**src/rtl/pcirq_pkg.sv**
```systemverilog
package pcirq_pkg;
   localparam int unsigned DEF_BYTE_W    = 8;
   localparam int unsigned DEF_NUM_BYTES = 2;

   function automatic int unsigned sel_width(input int unsigned n);
      return (n > 1) ? $clog2(n) : 1;
   endfunction
endpackage

```
**src/rtl/pcirq_snap_byte.sv**
```systemverilog
module pcirq_snap_byte #(
   parameter int unsigned BYTE_W = 8
) (
   input  logic              clk,
   input  logic              rst_n,
   input  logic              load_i,
   input  logic [BYTE_W-1:0] pins_i,
   output logic [BYTE_W-1:0] snap_q,
   output logic [BYTE_W-1:0] snap_next
);
   always_ff @(posedge clk) begin
      if (!rst_n || load_i)
         snap_q <= pins_i;
   end

   // Value the snapshot holds after this edge; used so that a clear acts at once
   assign snap_next = load_i ? pins_i : snap_q;
endmodule

```
**src/rtl/pcirq_byte_diff.sv**
```systemverilog
module pcirq_byte_diff #(
   parameter int unsigned BYTE_W = 8
) (
   input  logic [BYTE_W-1:0] pins_i,
   input  logic [BYTE_W-1:0] ref_i,
   input  logic [BYTE_W-1:0] dir_in_i,
   output logic              any_o
);
   logic [BYTE_W-1:0] masked;

   assign masked = (pins_i ^ ref_i) & dir_in_i;
   assign any_o  = |masked;
endmodule

```
**src/rtl/pin_change_irq.sv**
```systemverilog
module pin_change_irq
   import pcirq_pkg::*;
#(
   parameter int unsigned BYTE_W    = DEF_BYTE_W,
   parameter int unsigned NUM_BYTES = DEF_NUM_BYTES,
   localparam int unsigned PORT_W   = BYTE_W * NUM_BYTES,
   localparam int unsigned SEL_W    = sel_width(NUM_BYTES)
) (
   input  logic              clk,
   input  logic              rst_n,
   input  logic [PORT_W-1:0] pins_i,
   input  logic [PORT_W-1:0] dir_in_i,
   input  logic              rd_clr_i,
   input  logic [SEL_W-1:0]  rd_sel_i,
   output logic              irq_n_o,
   output logic [PORT_W-1:0] snap_o
);
   if (BYTE_W < 1) begin : g_bad_byte_w
      $error("pin_change_irq: BYTE_W must be at least 1");
   end
   if (NUM_BYTES < 1) begin : g_bad_num_bytes
      $error("pin_change_irq: NUM_BYTES must be at least 1");
   end

   logic [NUM_BYTES-1:0] byte_pend;
   logic [NUM_BYTES-1:0] byte_load;
   logic                 irq_q;

   for (genvar b = 0; b < NUM_BYTES; b++) begin : g_byte
      logic [BYTE_W-1:0] nxt;

      if (NUM_BYTES == 1) begin : g_single
         assign byte_load[b] = rd_clr_i;
      end else begin : g_multi
         assign byte_load[b] = rd_clr_i && (rd_sel_i == SEL_W'(b));
      end

      pcirq_snap_byte #(.BYTE_W(BYTE_W)) u_snap (
         .clk      (clk),
         .rst_n    (rst_n),
         .load_i   (byte_load[b]),
         .pins_i   (pins_i[b*BYTE_W +: BYTE_W]),
         .snap_q   (snap_o[b*BYTE_W +: BYTE_W]),
         .snap_next(nxt)
      );

      pcirq_byte_diff #(.BYTE_W(BYTE_W)) u_diff (
         .pins_i  (pins_i[b*BYTE_W +: BYTE_W]),
         .ref_i   (nxt),
         .dir_in_i(dir_in_i[b*BYTE_W +: BYTE_W]),
         .any_o   (byte_pend[b])
      );
   end

   always_ff @(posedge clk) begin
      if (!rst_n) irq_q <= 1'b0;
      else        irq_q <= |byte_pend;
   end

   assign irq_n_o = ~irq_q;
endmodule

```
**config.mk**
```make
export PLATFORM = sky130hd
export DESIGN_NAME = pin_change_irq
export DESIGN_NICKNAME = d
export VERILOG_FILES = /design/src/rtl/pcirq_pkg.sv /design/src/rtl/pcirq_snap_byte.sv /design/src/rtl/pcirq_byte_diff.sv /design/src/rtl/pin_change_irq.sv
export SDC_FILE = /design/constraint.sdc
export NUM_CORES = 1
export LEC_CHECK = 0
export BUFFER_PORTS_ARGS = -buffer_cell sky130_fd_sc_hd__buf_2
export CELL_PAD_IN_SITES_DETAIL_PLACEMENT = 1
export CELL_PAD_IN_SITES_GLOBAL_PLACEMENT = 1
export CORE_MARGIN = 2
export CORE_UTILIZATION = 34
export CTS_CLUSTER_SIZE = 25
export DETAILED_ROUTE_END_ITERATION = 10
export MAX_ROUTING_LAYER = met4
export PLACE_DENSITY = 0.88
export SETUP_SLACK_MARGIN = 0.5
export SLEW_MARGIN = 10
export SYNTH_ARGS = -nofsm -noshare
export SYNTH_HDL_FRONTEND = slang
export SYNTH_HIERARCHICAL = 1
export SYNTH_SLANG_ARGS = --single-unit
```
**constraint.sdc**
```tcl
create_clock -name clk -period 1.9 [get_ports clk]
set_input_delay 0.285 -clock clk [delete_from_list [all_inputs] [get_ports clk]]
set_output_delay 0.285 -clock clk [all_outputs]
set_load 0.01 [all_outputs]
```
==> key figures, run 1 <==
Status
  • Status: finished with violations
  • Failing checks: design-rule violations

Floorplanning
  • Row cnt: 19
  • Die area: around 3400 um^2
  • Die Span X: approximately 59 um
  • Core area: roughly 2800 um^2
  • Top Ports: 53
  • Initial core utilization: 0.362
  • Die Y: 58.7 um

Clock network
  • Cts bufs inserted: 3
  • Clk slew on worst S/H paths: ~0.1 ns
  • Post-CTS Setup Bufs: 0
  • Htree depth: 1
  • Clock Tree Buf Depth: 2
  • CTS tree: done
  • Clk_lat worst skew: 0.29 ns
  • Root buffer cell: clkbuf_4
  • Cts hold-fix bufs: 0
  • Clock sinks: 17

Placed design
  • Port Buffers: 52
  • DP HPWL: about 2100 um
  • Placed cells: 148
  • Setup WS pre-CTS: -0.0431 ns
  • Routability cong.: between 0.7 and 0.8

Power
  • Clock power share: 0.211
  • Switch share: 0.279
  • Pwr Total: between 0.9 and 1 mW
  • Comb pwr share: 0.291
  • Max rail drop VDD: slightly above 300 uV
  • Sw power: between 0.2 and 0.3 mW
  • Pleak: about 0.63 nW
  • Power Density: ~700 nW/um^2
  • Sequential share of power: 0.498
  • Internal: slightly below 0.7 mW

Synth
  • Top cells by area, synth: edfxtp_1 47%, mux2_4 24%, xor2_1 14%
  • Synthesized flop and latch total: 17
  • Mean Syn Cell Area: approximately 15 um^2
  • Leading area contributor after synthesis: edfxtp_1
  • Post-Syn Nets: a little over 100
  • Cells after Synth: between 60 and 70
  • Distinct cells, synth: 12
  • YS warnings: 6
  • Synth top area share: 0.473
  • Mapped Area: ~1000 um^2
  • Sequential element share of the synthesized area: 0.493

Worst setup path
  • Delay of the slowest critical-path stage: 0.32 ns
  • Highest-delay cell along the critical path: mux2_4
  • Reg2reg setup slack: 0.44 ns
  • CP cell instances: buf_6, and2b_4, mux2_4, xor2_2, a22oi_2, nand4_1, o21a_1
  • CP max FO: 5
  • Data arrival time of the worst path: 1.68 ns
  • Setup crit start kind: input port
  • Critical Path Sink Type: flip-flop
  • WP data required: 2.10 ns
  • CP Class: input port to flip-flop

Timing
  • Hold_ws: 0.203 ns
  • Slew HR: 0.723
  • Final-report hold violation count: 0
  • Worst Skew: 0.00283 ns
  • Final worst slack: roughly 0.42 ns
  • Final Critical Period: roughly 1.5 ns
  • Fin. max-slew vios: 0
  • Peak Freq: 0.674 GHz
  • Fin crit share: 0.781
  • Worst slew pin tran: between 0.4 and 0.5 ns
  • RSZ-0062 raised after global routing: yes
  • Number of setup violations in the final report: 0

Finish
  • Commonest non-fill, non-tap cell in the layout: buf_2
  • Final net count: about 160
  • Ant diodes: 0
  • Area delta synth->final: 33.5%
  • Non-filler instance count after layout: about 150
  • Layout cells sized above 1: 0.631
  • Commonest cells after routing, fill and taps aside: 51 x buf_2, 16 x mux2_4, 16 x edfxtp_1, 14 x xor2_1, 7 x a22oi_1
  • Utilization after layout: 0.483

Routing
  • Routed len/inst: between 15 and 20 um
  • Detailed Route WL: roughly 2600 um
  • Starting DRC count in detailed routing: 6
  • Drt first pass iters: 7
  • ANT nets after route: 0
  • Post-route DRC: 1
  • Vias: 730
  • Vias per cell: around 4.8

GRT
  • First-pass GRT wire length: around 4000 um
  • Number of antenna violations at the first check in global routing: 0
  • Total grt overflow: 0
  • Vias in the first global route: 810
  • Largest net degree at the start of global routing: 10
  • Total Routing Usage GR: 0.164

Run
  • Maxcap violations: 0

Min path
  • Hold Crit Class: input port to flip-flop
[cells in the mapped netlist]
| cell type | count |
|---|---|
| edfxtp_1 | 16 |
| and2_2 | 1 |
| dfxtp_1 | 1 |
| inv_1 | 1 |
| mux2_4 | 16 |
| nand4_1 | 2 |
| xor2_1 | 16 |
| and2b_2 | 1 |
| nand2b_1 | 2 |
| buf_6 | 2 |
| o21a_1 | 1 |
| a22oi_1 | 8 |
[registers in the layout, indices dropped and copies added, names as in the netlist]
name,count
g_byte.u_snap/snap_q,16
irq_q,1
[repair_timing]
item,in CTS,in global routing
setup endpoints to repair,1,1
cloned,1,0
pin swaps,4,11
resized for setup,3,4
[power groups by stage]
stage / registers, mW / logic [mW] / clock network (mW)
after floorplan: 0.492 / 0.143 / 0
after global placement: 0.475 / 0.252 / 0
after detailed placement: 0.478 / 0.264 / 0
after CTS: 0.469 / 0.269 / 0.212
after global routing: 0.475 / 0.296 / 0.229
final: 0.470 / 0.275 / 0.199
[critical path: cells and delay by family]
family                 cells  cell delay [ns]
buffers and inverters      1             0.09
AO/OA/AOI/OAI              2             0.38
AND/OR/NAND/NOR            2             0.44
XOR/XNOR                   1             0.15
multiplexers               1             0.32
[metrics by stage]
step,setup TNS [ns],instance area (um^2)
6_report,0,1360
5_1_grt,0,1360
4_1_cts,0,1340
3_5_place_dp,-0.0431,1290
3_3_place_gp,0,1290
2_1_floorplan,0,1020
[cells by family (layout without fill, tap and decap cells)]
kind of cell,count (synthesis),count (layout),synth area share
simple gates,6,7,0.0406
mux,16,16,0.236
compound gates,9,9,0.0665
xor+xnor,16,16,0.138
flops,17,17,0.493
buf+inv,3,57,0.0259
[path summary, 6_finish.rpt]
check / start / endpoint / depth (start not counted)
max reg2reg: g_byte[1].u_snap/snap_q[2] / irq_q / 5
min: pins_i[14] / g_byte[1].u_snap/snap_q[6] / 1
min reg2reg: g_byte[1].u_snap/snap_q[0] / irq_q / 5
max: rd_sel_i / irq_q / 7
[routing by layer]
layer / track usage / wire [um] / share of wire / vias up
met2: 0.276 / 1490 / 0.56 / 11
met3: 0.00659 / 45 / 0.017 / 2
li1: - / - / - / 360
met4: 0.0877 / 27 / 0.010 / 0
met1: 0.199 / 1080 / 0.41 / 357
met5: - / 0 / 0 / -
[cell type report]
type / count / area (um^2)
clock buffer: 4 / 26.3
fill: 308 / 1450
inverter: 1 / 3.75
multi-input combinational: 48 / 520
sequential: 17 / 500
tap: 31 / 38.8
timing repair buffer: 52 / 267
Note: power is estimated with default switching activity, not from simulation.
==> run 2: changes to the inputs <==
clock period = 1.4 ns   (was 1.9 ns; I/O delays follow)
==> key figures, run 2 (synthesis results as in run 1) <==
Placed design
  • DP HPWL: 2080 um (-0.84%)
  • Placed cells: 152 (+2.7%)
  • Port Buffers: 52 (unchanged)
  • Routability cong.: 0.788 (+5.4%)

Worst setup path
  • Setup crit start kind: flip-flop
  • Reg2reg end: irq_q
  • Highest-delay cell along the critical path: edfxtp_1
  • Data arrival time of the worst path: 1.67 ns (about the same)
  • Delay of the slowest critical-path stage: 0.41 ns (+0.09 ns)
  • WP data required: 1.60 ns (-0.50 ns)
  • Critical Path Sink Type: flip-flop
  • CP max FO: 2 (-3)
  • Reg-to-Reg Start: g_byte[1].u_snap/snap_q[7]
  • Reg2Reg Depth: 5 (unchanged)
  • CP Class: flip-flop to flip-flop
  • Reg2reg setup slack: -0.07 ns (-0.51 ns)
  • CP cell instances: mux2_4, xor2_1, a22oi_1, nand4_1, o21a_1

Routing
  • Detailed Route WL: 2490 um (-5.9%)
  • Vias per cell: 4.86 (+1.9%)
  • ANT nets after route: 0 (unchanged)
  • Routed len/inst: 15.8 um (-8.9%)
  • Drt first pass iters: 6 (-1)
  • Starting DRC count in detailed routing: 15 (+9)
  • Vias: 768 (+5.2%)
  • Post-route DRC: 1 (unchanged)

Timing
  • RSZ-0062 raised after global routing: yes
  • Fin crit share: 1.05
  • Slew HR: 0.859 (+0.135)
  • Final worst slack: -0.0715 ns (-0.488 ns)
  • Final Critical Period: 1.47 ns
  • Final-report hold violation count: 0 (unchanged)
  • Fin. max-slew vios: 0 (unchanged)
  • Hold_ws: 0.124 ns (-0.0782 ns)
  • Peak Freq: 0.680 GHz
  • Number of setup violations in the final report: 1 (+1)
  • Worst slew pin tran: 0.212 ns (-0.203 ns)
  • Setup TNS Final: -0.0715 ns (-0.0715 ns)
  • Worst Skew: 0.0117 ns (+0.00882 ns)

Min path
  • HP Start: pins_i[6]
  • Hold-critical path endpoint: g_byte[0].u_snap/snap_q[6]
  • Hold Crit Class: input port to flip-flop
  • Hold Path Cell Cnt: 1 (unchanged)

Floorplanning
  • Die area: 3440 um^2 (unchanged)
  • Core area: 2810 um^2 (unchanged)
  • Die Y: 58.7 um (unchanged)
  • Initial core utilization: 0.362 (unchanged)
  • Row cnt: 19 (unchanged)
  • Die Span X: 58.7 um (unchanged)
  • Top Ports: 53 (unchanged)

GRT
  • Largest net degree at the start of global routing: 10 (unchanged)
  • Total Routing Usage GR: 0.156 (-0.00822)
  • Total grt overflow: 0 (unchanged)
  • First-pass GRT wire length: 3830 um (-3.3%)
  • Vias in the first global route: 806 (-0.49%)
  • Number of antenna violations at the first check in global routing: 0 (unchanged)

Power
  • Pwr Total: 1.28 mW (+36%)
  • Power Density: 919 nW/um^2 (+32%)
  • Sw power: 0.342 mW (+30%)
  • Internal: 0.937 mW (+38%)
  • Comb pwr share: 0.296 (+0.005)
  • Max rail drop VDD: 535 uV (+74%)
  • Pleak: 0.660 nW (+4.7%)
  • Switch share: 0.267 (-0.0114)
  • Clock power share: 0.205 (-0.006)
  • Sequential share of power: 0.499 (about the same)

Clock network
  • Root buffer cell: clkbuf_4
  • Clk slew on worst S/H paths: 0.10 ns (about the same)
  • Clock Tree Buf Depth: 2 (unchanged)
  • Clock sinks: 17 (unchanged)
  • Cts bufs inserted: 3 (unchanged)
  • Clk_lat worst skew: 0.29 ns (about the same)
  • Htree depth: 1 (unchanged)
  • CTS tree: done

Status
  • Failing checks: design-rule violations, negative setup slack
  • Status: finished with violations

Finish
  • Regs by FF count: g_byte.u_snap/snap_q (16), irq_q (1)
  • Biggest register: g_byte.u_snap/snap_q
  • Utilization after layout: 0.496 (+0.0125)
  • Non-filler instance count after layout: 158 (+3.3%)
  • Layout cells sized above 1: 0.630 (-0.00123)
  • Area delta synth->final: 36.9%
  • Ant diodes: 0 (unchanged)
  • Commonest non-fill, non-tap cell in the layout: buf_2
  • Max FFs per register: 16 (unchanged)
  • Final net count: 164 (+3.1%)
  • Commonest cells after routing, fill and taps aside: 51 x buf_2, 16 x xor2_1, 16 x mux2_4, 16 x edfxtp_1, 8 x a22oi_1

Run
  • Maxcap violations: 0 (unchanged)
==> run 2: cell count changes in the layout (fill, tap and decap cells not counted) <==
cell / previous run / this run
buf_6: 1 / 2
a22oi_2: 1 / 0
nand2b_4: 0 / 2
buf_4: 0 / 4
and2b_1: 0 / 1
a22oi_1: 7 / 8
xor2_1: 14 / 16
and2b_2: 1 / 0
nand2b_1: 2 / 0
xor2_2: 2 / 0
==> run 2: routing by layer <==
layer | wire (um) | up-vias | share of wire | track usage
met5 | 0 | - | 0 | -
met4 | 19 | 0 | 0.0076 | 0.0390
met3 | 88 | 2 | 0.035 | 0.0352
met2 | 1430 | 16 | 0.57 | 0.281
met1 | 954 | 379 | 0.38 | 0.173
li1 | - | 371 | - | -
==> run 2: worst max path at each step <==
| stage | cells past startpoint | to | start | slack [ns] |
|---|---|---|---|---|
| 2_1_floorplan | 7 | irq_q | rd_sel_i | -0.13 |
| 3_3_place_gp | 7 | irq_q | rd_sel_i | -0.37 |
| 3_5_place_dp | 7 | irq_q | rd_sel_i | -0.40 |
| 4_1_cts | 5 | irq_q | g_byte[1].u_snap/snap_q[2] | -0.09 |
| 5_1_grt | 5 | irq_q | g_byte[1].u_snap/snap_q[2] | -0.13 |
| 6_report | 5 | irq_q | g_byte[1].u_snap/snap_q[7] | -0.07 |
==> run 2: area by class of cell <==
| class | count | area, um^2 |
|---|---|---|
| tap | 31 | 38.8 |
| multi-input combinational | 48 | 514 |
| timing repair buffer | 57 | 308 |
| clock buffer | 4 | 26.3 |
| inverter | 1 | 3.75 |
| sequential | 17 | 500 |
| fill | 305 | 1410 |
==> run 2: power by group through the flow <==
stage | Sequential, mW | Clock, mW | Combinational, mW
after detailed placement | 0.651 | 0 | 0.367
after global routing | 0.644 | 0.301 | 0.411
after CTS | 0.639 | 0.274 | 0.376
final | 0.638 | 0.262 | 0.379
after floorplan | 0.668 | 0 | 0.199
after global placement | 0.645 | 0 | 0.356
==> run 2: timing repair <==
action	CTS	global route
gates cloned	0	1
endpoints found under the hold margin	0	0
setup buffers	0	1
pin swaps	0	1
gates resized for setup	4	0
setup endpoints to repair	26	22
hold buffers	0	0
==> run 2: metrics by stage <==
stage               instance area [um^2]  setup WS (ns)
finish                              1390        -0.0715
global route                        1390         -0.135
CTS                                 1380        -0.0945
detailed placement                  1330         -0.396
global placement                    1330         -0.365
floorplan                           1030         -0.130
==> run 2: critical path, delay by kind of cell (launching register included) <==
kind	cells	cell delay [ns]
compound gates	2	0.38
xor+xnor	1	0.16
flops	1	0.41
mux	1	0.29
simple gates	1	0.14
==> run 3: changes to the inputs <==
BUFFER_PORTS_ARGS = unset   (was -buffer_cell sky130_fd_sc_hd__buf_2)
CORE_UTILIZATION = 46   (was 34)
DONT_BUFFER_PORTS = 1   (was unset)
PLACE_DENSITY = 0.85   (was 0.88)
==> key figures, run 3 (synthesis results as in run 1) <==
Status
  • Failing checks: negative setup slack
  • Status: finished with violations

Run
  • Maxcap violations: 0 (unchanged)

Finish
  • Regs by FF count: g_byte.u_snap/snap_q (16), irq_q (1)
  • Area delta synth->final: 42.0%
  • Ant diodes: 0 (unchanged)
  • Utilization after layout: 0.672 (+0.176)
  • Layout cells sized above 1: 0.423 (-0.207)
  • Biggest register: g_byte.u_snap/snap_q
  • Final net count: 141 (-14%)
  • Commonest non-fill, non-tap cell in the layout: buf_6
  • Commonest cells after routing, fill and taps aside: 17 x buf_6, 16 x xor2_1, 16 x mux2_4, 16 x dlygate4sd3_1, 16 x edfxtp_1
  • Max FFs per register: 16 (unchanged)

Power
  • Comb pwr share: 0.305 (+0.009)
  • Switch share: 0.248 (-0.0194)
  • Sequential share of power: 0.499 (about the same)
  • Pleak: 0.601 nW (-8.8%)
  • Sw power: 0.322 mW (-5.8%)
  • Power Density: 900 nW/um^2 (-2.1%)
  • Clock power share: 0.196 (-0.009)
  • Internal: 0.977 mW (+4.2%)
  • Max rail drop VDD: 691 uV (+29%)
  • Pwr Total: 1.30 mW (+1.5%)

GRT
  • Met3 Use GR: 0.0585 (+0.0233)
  • Largest net degree at the start of global routing: 10 (unchanged)
  • Vias in the first global route: 650 (-19%)
  • First-pass GRT wire length: 3150 um (-18%)
  • Met1 usage: 0.189 (+0.0160)
  • Number of antenna violations at the first check in global routing: 0 (unchanged)
  • Total Routing Usage GR: 0.175 (+0.0194)
  • Met2 GRT Util: 0.290 (+0.00914)
  • Busiest grt layer: met2
  • Total grt overflow: 0 (unchanged)

Timing
  • Worst Skew: 0.00418 ns (-0.00747 ns)
  • Final-report hold violation count: 0 (unchanged)
  • Final Critical Period: 1.51 ns (+0.0359 ns)
  • Final worst slack: -0.107 ns (-0.0359 ns)
  • Peak Freq: 0.663 GHz (-2.4%)
  • RSZ-0062 raised after global routing: yes
  • Fin. max-slew vios: 0 (unchanged)
  • Slew HR: 0.812 (-0.0462)
  • Worst slew pin tran: 0.282 ns (+0.0693 ns)
  • Fin crit share: 1.08 (+0.0256)
  • Number of setup violations in the final report: 1 (unchanged)

Floorplanning
  • Die Span X: 51.0 um (-13%)
  • Die area: 2600 um^2 (-24%)
  • Top Ports: 53 (unchanged)
  • Core area: 2150 um^2 (-23%)
  • Row cnt: 17 (-2)
  • Die Y: 51.0 um (-13%)
  • Initial core utilization: 0.473 (+0.111)

Routing
  • ANT nets after route: 0 (unchanged)
  • Detailed Route WL: 2410 um (-3.2%)
  • Routed len/inst: 18.3 um (+16%)
  • Starting DRC count in detailed routing: 11 (-4)
  • Drt first pass iters: 4 (-2)
  • Vias: 690 (-10%)
  • Vias per cell: 5.23 (+7.5%)
  • Post-route DRC: 0 (-1)

Worst setup path
  • CP cell instances: mux2_4, xor2_1, a22oi_1, nand4_1, o21a_1
  • Origin of the worst setup path: g_byte[0].u_snap/snap_q[2]
  • Setup crit start kind: flip-flop
  • Reg-to-Reg Start: g_byte[0].u_snap/snap_q[2]
  • WP data required: 1.58 ns (-0.02 ns)
  • WP buf/inv: 0 (unchanged)
  • Delay of the slowest critical-path stage: 0.43 ns (+0.02 ns)
  • Highest-delay cell along the critical path: edfxtp_1
  • CP max FO: 2 (unchanged)
  • Data arrival time of the worst path: 1.69 ns (+0.02 ns)
  • Critical Path Sink Type: flip-flop
  • CP Class: flip-flop to flip-flop
  • Delay-heaviest family, CP: compound AO/OA/AOI/OAI gates

Min path
  • HP Start: rst_n
  • Hold Crit Class: input port to flip-flop

Clock network
  • Clock Tree Buf Depth: 2 (unchanged)
  • Root buffer cell: clkbuf_4
  • Clk_lat worst skew: 0.28 ns (about the same)
  • CTS tree: done
  • Cts bufs inserted: 3 (unchanged)
  • Clk slew on worst S/H paths: 0.09 ns (about the same)
  • Htree depth: 1 (unchanged)
  • Clock sinks: 17 (unchanged)

Placed design
  • DP HPWL: 1680 um (-19%)
  • Setup WS pre-CTS: -0.287 ns (+0.109 ns)
  • Routability cong.: 0.711 (-9.7%)
  • Port Buffers: 0 (-100%)
-- run 3: cell types whose count changed in the layout (fill, tap and decap cells not counted), sizes merged --
| cell | change |
|---|---|
| buf | -38 |
| dlygate4sd3 | +16 |
| and2b | -1 |
-- run 3: worst register-to-register path, cell delays in order (launching register included) --
cell      delay (ns)
edfxtp_1        0.43
mux2_4          0.29
xor2_1          0.14
a22oi_1         0.24
nand4_1         0.12
o21a_1          0.20
-- run 3: repair_timing --
action,4_1_cts,5_1_grt
pin swaps,4,5
hold endpoints to repair,0,16
resized for setup,17,3
hold buffers,0,16
endpoints found under the setup margin,24,18
buffers inserted,1,1
-- run 3: area by class of cell --
cell class,count,area (um^2)
fillers,202,706
flip-flops and latches,17,500
well taps,28,35.0
clock buffers,4,26.3
inverters,1,3.75
repair buffers,35,367
multi-input cells,47,510
-- run 3: through the flow --
stage	std cells	area (um^2)	hold WS, ns	setup TNS, ns
4_1_cts	115	1260	0.00633	-0.0917
3_5_place_dp	110	1170	0.309	-0.287
5_1_grt	132	1440	0.0235	-0.163
6_report	132	1440	0.0459	-0.107
2_1_floorplan	67	1030	0.309	-0.130
3_3_place_gp	110	1170	0.309	-0.256
-- run 3: worst paths after layout --
check | endpoint | slack, ns | depth (start not counted)
setup / recovery | irq_q | -0.11 | 5
hold reg to reg | irq_q | 0.97 | 5
setup reg to reg | irq_q | -0.11 | 5
hold / removal | irq_q | 0.05 | 1
-- run 3: power by group through the flow --
stage               Combinational [mW]  Sequential, mW  Clock, mW
floorplan                        0.199           0.668          0
global placement                 0.305           0.644          0
detailed placement               0.315           0.651          0
CTS                              0.346           0.647      0.267
global route                     0.421           0.652      0.285
finish                           0.396           0.648      0.255
-- run 3: per-layer routing --
layer | part of all wire | up-vias
met5 | 0 | -
met4 | 0.0091 | 0
met3 | 0.053 | 2
met2 | 0.55 | 25
met1 | 0.39 | 337
li1 | - | 326
